==> config.mk <==
export PLATFORM = sky130hd
export DESIGN_NAME = crc_word_unit
export DESIGN_NICKNAME = d
export VERILOG_FILES = /design/src/rtl/crc_unit_pkg.sv /design/src/rtl/crc_unit_ctrl.sv /design/src/rtl/crc_unit_dp.sv /design/src/rtl/crc_word_unit.sv
export SDC_FILE = /design/constraint.sdc
export NUM_CORES = 1
export LEC_CHECK = 0
export BUFFER_PORTS_ARGS = -buffer_cell sky130_fd_sc_hd__buf_2
export CAP_MARGIN = 5
export CORE_MARGIN = 3
export CORE_UTILIZATION = 25
export DETAILED_ROUTE_END_ITERATION = 8
export PLACE_DENSITY = 0.43
export SLEW_MARGIN = 20
export SYNTH_ARGS = -nofsm -noshare
export SYNTH_HDL_FRONTEND = slang
export SYNTH_SLANG_ARGS = --single-unit
==> constraint.sdc <==
create_clock -name clk -period 3.35 [get_ports clk]
set_input_delay 0.67 -clock clk [delete_from_list [all_inputs] [get_ports clk]]
set_output_delay 0.67 -clock clk [all_outputs]
set_load 0.1 [all_outputs]
==> src/rtl/crc_unit_pkg.sv <==
package crc_unit_pkg;
  localparam int DATA_W = 32;
  localparam int ADDR_W = 3;
  localparam int SCRATCH_W = 8;
  localparam logic [DATA_W-1:0] POLY = 32'h04C11DB7;
  localparam logic [DATA_W-1:0] SEED_RESET = '1;

  localparam logic [ADDR_W-1:0] OFF_DATA    = 3'd0;
  localparam logic [ADDR_W-1:0] OFF_SCRATCH = 3'd1;
  localparam logic [ADDR_W-1:0] OFF_CTRL    = 3'd2;
  localparam logic [ADDR_W-1:0] OFF_SEED    = 3'd4;

  typedef enum logic [2:0] {
    SEL_DATA,
    SEL_SCRATCH,
    SEL_CTRL,
    SEL_SEED,
    SEL_NONE
  } regSel_t;

  typedef struct packed {
    logic feed;
    logic restart;
    logic loadSeed;
    logic loadScratch;
  } strobes_t;
endpackage

==> src/rtl/crc_unit_ctrl.sv <==
module crc_unit_ctrl
  import crc_unit_pkg::*;
(
  input  logic              clkEn,
  input  logic              wrEn,
  input  logic [ADDR_W-1:0] addr,
  input  logic              restartBit,
  output strobes_t          strobes,
  output regSel_t           rdSel
);
  regSel_t decSel;

  always_comb begin
    unique case (addr)
      OFF_DATA:    decSel = SEL_DATA;
      OFF_SCRATCH: decSel = SEL_SCRATCH;
      OFF_CTRL:    decSel = SEL_CTRL;
      OFF_SEED:    decSel = SEL_SEED;
      default:     decSel = SEL_NONE;
    endcase
  end

  // Reads are blanked while the unit is disabled.
  assign rdSel = clkEn ? decSel : SEL_NONE;

  logic wrGo;
  assign wrGo = clkEn && wrEn;

  always_comb begin
    strobes = '0;
    strobes.feed        = wrGo && (decSel == SEL_DATA);
    strobes.loadScratch = wrGo && (decSel == SEL_SCRATCH);
    strobes.restart     = wrGo && (decSel == SEL_CTRL) && restartBit;
    strobes.loadSeed    = wrGo && (decSel == SEL_SEED);
  end
endmodule

==> src/rtl/crc_unit_dp.sv <==
module crc_unit_dp
  import crc_unit_pkg::*;
(
  input  logic              clk,
  input  logic              rstN,
  input  strobes_t          strobes,
  input  regSel_t           rdSel,
  input  logic [DATA_W-1:0] wrData,
  output logic [DATA_W-1:0] rdData,
  output logic [DATA_W-1:0] crcVal,
  output logic [DATA_W-1:0] seedVal,
  output logic [SCRATCH_W-1:0] scratchVal
);
  // Unrolled MSB-first division chain: stage k holds the remainder after
  // data bits DATA_W-1 .. DATA_W-k have entered.
  logic [DATA_W-1:0] stage [0:DATA_W];
  assign stage[0] = crcVal;

  for (genvar k = 0; k < DATA_W; k++) begin : g_step
    logic fb;
    assign fb = stage[k][DATA_W-1] ^ wrData[DATA_W-1-k];
    assign stage[k+1] = {stage[k][DATA_W-2:0], 1'b0} ^ (fb ? POLY : '0);
  end

  always_ff @(posedge clk or negedge rstN) begin
    if (!rstN) begin
      crcVal <= SEED_RESET;
    end else if (strobes.restart) begin
      crcVal <= seedVal;
    end else if (strobes.feed) begin
      crcVal <= stage[DATA_W];
    end
  end

  always_ff @(posedge clk or negedge rstN) begin
    if (!rstN) begin
      seedVal <= SEED_RESET;
    end else if (strobes.loadSeed) begin
      seedVal <= wrData;
    end
  end

  always_ff @(posedge clk or negedge rstN) begin
    if (!rstN) begin
      scratchVal <= '0;
    end else if (strobes.loadScratch) begin
      scratchVal <= wrData[SCRATCH_W-1:0];
    end
  end

  always_comb begin
    unique case (rdSel)
      SEL_DATA:    rdData = crcVal;
      SEL_SCRATCH: rdData = {{(DATA_W-SCRATCH_W){1'b0}}, scratchVal};
      SEL_SEED:    rdData = seedVal;
      default:     rdData = '0;
    endcase
  end
endmodule

==> src/rtl/crc_word_unit.sv <==
module crc_word_unit
  import crc_unit_pkg::*;
(
  input  logic              clk,
  input  logic              rstN,
  input  logic              clkEn,
  input  logic              wrEn,
  input  logic [ADDR_W-1:0] addr,
  input  logic [DATA_W-1:0] wrData,
  output logic [DATA_W-1:0] rdData
);
  strobes_t strobes;
  regSel_t  rdSel;
  logic [DATA_W-1:0]    crcVal;
  logic [DATA_W-1:0]    seedVal;
  logic [SCRATCH_W-1:0] scratchVal;

  crc_unit_ctrl u_ctrl (
    .clkEn      (clkEn),
    .wrEn       (wrEn),
    .addr       (addr),
    .restartBit (wrData[0]),
    .strobes    (strobes),
    .rdSel      (rdSel)
  );

  crc_unit_dp u_dp (
    .clk        (clk),
    .rstN       (rstN),
    .strobes    (strobes),
    .rdSel      (rdSel),
    .wrData     (wrData),
    .rdData     (rdData),
    .crcVal     (crcVal),
    .seedVal    (seedVal),
    .scratchVal (scratchVal)
  );
endmodule

==> summary.md <==
| Metric | Value |
|---|---|
| Placer's final routability congestion estimate | `0.938` |
| Actual transition at the worst max-transition pin | `about 0.63 ns` |
| TritonCTS clock tree | `done` |
| Number of pins exceeding their max-slew limit in the final report | `0` |
| Remaining Overflow, GRT | `0` |
| Peak clock frequency supported by timing | `299 MHz` |
| Clock latency reported for the late side of the worst-skew pair | `0.35 ns` |
| N_diodes | `0` |
| Initial drt markers | `259` |
| Cell count after placement | `1009` |
| Dpl ws | `-0.316 ns` |
| Maximum number of pins on one net before global-route repair | `45` |
| Top FF cell, synth | `dfstp_2` |
| Final setup margin | `0.00906 ns` |
| Number of standard cells after synthesis | `roughly 490` |
| Final wirelength | `21.9 mm` |
| Commonest non-fill, non-tap cells in the layout | `140 x buf_4, 104 x xnor2_1, 64 x dfstp_2` |
| Sum Neg Setup Slack | `0 ns` |
| Crit-path leading delay family | `XOR/XNOR gates` |
| Clock sink count | `72` |
| Post-synthesis sequential area ratio | `around 29%` |
| Fraction of final layout cells sized beyond drive strength 1 | `61.1%` |
| Antenna violations before repair | `0` |
| Largest stage delay on the critical path | `around 0.59 ns` |
| Total via count in the routed design | `4707` |
| Final hold vios | `0` |
| Root buffer cell | `clkbuf_16` |
| Class of the tightest hold or removal check | `input port to asynchronous set/reset pin` |
| Data arrival time at the worst-slack endpoint | `3.63 ns` |
| Mean instance size in the synthesized netlist | `around 13 um^2` |
| Series of cell instances along the critical path | `xnor2_4 > xnor3_2 > xnor2_4 > xor3_2 > xor3_2 > xor2_4 > xnor3_2 > o21ai_2` |
| Number of placement rows | `58` |
| Fill cell total of the finished layout | `2470` |
| Layout overhead on the synthesized area | `50.1%` |
| Net count of the mapped netlist | `between 500 and 600` |
| Unrepaired setup endpoints after global routing | `yes` |
| Final Skew | `0.0106 ns` |
| Vertical extent of the die | `167 um` |
| Global-route usage over all layers | `between 15 and 20%` |
| Post-synthesis async set-or-reset flop share | `100%` |
| Number of buffer cells added on primary ports | `70` |
| Final critical-path share of the clock period | `99.7%` |
| Via count of the first global-routing pass | `about 5100` |
| Buffer levels on the longest clock path | `2` |
| Initial Utilization | `25.6%` |
| Synth Cell Area | `0.00645 mm^2` |
| DRC viols | `0` |
| Buffers and inverters on the worst path | `0` |
| Unique masters post-synth | `32` |
| H-tree Lvls | `3` |
| Post-detailed-placement half-perimeter wirelength | `between 15 and 20 mm` |
| Count of boundary I/O pins | `roughly 70` |
| Largest fanout on the critical path | `4` |
| Average via count per standard cell | `4.51` |
| Endpoint required time on the critical path | `3.64 ns` |
| Slew Limit Headroom | `57.9%` |
| Synthesized flop and latch total | `72` |
| Worst path slowest cell | `dfstp_2` |
| Nets | `between 700 and 800` |
| Category of the worst setup path launch point | `flip-flop` |
| Wire length of the first global-routing pass | `33.0 mm` |
| Final Setup Violations | `0` |
| WL/cell | `20.9 um` |
| Horizontal extent of the die | `approximately 170 um` |
| Core region area | `0.0253 mm^2` |
| Number of detailed-routing iterations run before antenna repair | `5` |
| Most common cell after layout, fill and taps aside | `buf_4` |
| Total number of yosys warnings | `0` |
| Final instance count without filler cells | `1044` |
| Number of enable flip-flop cells after synthesis | `0` |
| Crit Path Class | `flip-flop to flip-flop` |
| Reg clk slew, reported paths | `0.07 ns` |
| Min Hold Slack | `0.333 ns` |
| Endpoint class of the critical path | `flip-flop` |
| Max-capacitance violation count | `0` |
| Result of the run | `complete, no violations` |
| Total CTS buffers | `9` |
| Min Clock Period, post-route | `3.34 ns` |
| Full die area | `0.0278 mm^2` |
| Remaining number of nets flagged by the antenna check after routing | `0` |
-- worst register-to-register path, delay by kind of cell, from the launching register on --
kind	cells	cell delay, ns
compound gates	1	0.14
xor+xnor	7	2.56
flops	1	0.59
-- cells by family (layout without fill, tap and decap cells) --
| logic type | Yosys count | count (layout) | share of synthesized area [%] |
|---|---|---|---|
| multiplexers | 40 | 40 | 6.98 |
| flip-flops | 72 | 72 | 29.2 |
| AND/OR/NAND/NOR | 10 | 10 | 0.795 |
| XOR/XNOR | 247 | 247 | 50.5 |
| AO/OA/AOI/OAI | 97 | 97 | 11.0 |
| buffers and inverters | 27 | 248 | 1.63 |
-- area by class of cell --
type                            instances  area (um^2)  share of cell area, %
Timing Repair Buffer                  224         2120                   21.8
Clock buffer                           10          239                   2.47
Clock inverter                          6         50.0                  0.516
Multi-Input combinational cell        394         4960                   51.2
Inverter                                8         30.0                  0.310
Sequential cell                        72         1880                   19.4
Tap cell                              330          413                   4.26
-- timing repair --
item,CTS,global route
setup endpoints to repair,6,21
hold buffers,0,0
resized for setup,8,53
hold endpoints to repair,0,0
buffers inserted,1,18
pin swaps,4,28
-- layer usage --
metal  up-vias  GRT usage [%]  part of all wire (%)
met5         -              0                     0
met4         0           3.80                   1.2
met3        13           2.73                   3.1
met2        87           27.6                    51
met1      2415           20.6                    45
li1       2192              -                     -
-- per-stage QoR --
| stage | utilization (%) | area, um^2 |
|---|---|---|
| 2_1_floorplan | - | 6610 |
| 3_3_place_gp | 35.2 | 8900 |
| 3_5_place_dp | 35.2 | 8900 |
| 4_1_cts | 36.7 | 9270 |
| 5_1_grt | 38.4 | 9690 |
| 6_report | 38.4 | 9690 |
-- synthesized netlist by cell type (2+ instances only) --
library cell,number,area share (%)
a222oi_1,8,1.2
a22o_1,25,3.4
a22oi_1,30,3.5
buf_1,3,0.17
clkbuf_1,15,0.87
dfrtp_1,8,3.1
dfstp_2,64,26
inv_1,8,0.47
mux2_2,40,7.0
nand2_1,4,0.23
nor3_1,2,0.16
o21ai_0,26,2.0
o21ai_1,4,0.31
xnor2_1,130,18
xnor2_2,10,2.5
xnor2_4,7,3.0
xnor3_1,38,13
xnor3_2,10,3.7
xnor3_4,2,0.81
xor2_1,36,4.9
xor2_2,4,1.0
xor3_1,9,3.3
-- sequential cells by signal, indices dropped and copies added, names as in the netlist --
name / flops
u_dp.seedVal: 32
u_dp.scratchVal: 8
u_dp.crcVal: 32
-- worst paths after layout --
path | cells after the start | slack (ns) | start | endpoint
max in group asynchronous | 2 | 2.10 | rstN | u_dp.seedVal[17]
hold / removal | 1 | 0.33 | rstN | u_dp.scratchVal[1]
hold reg to reg | 1 | 0.51 | u_dp.scratchVal[1] | u_dp.scratchVal[1]
setup / recovery | 8 | 0.009 | u_dp.crcVal[22] | u_dp.crcVal[5]
min in group clk | 1 | 0.51 | u_dp.scratchVal[1] | u_dp.scratchVal[1]
setup reg to reg | 8 | 0.009 | u_dp.crcVal[22] | u_dp.crcVal[5]
Power is left out: the tool's default activity adds up to more than one toggle a clock period on the data nets, which glitch-free logic cannot reach.
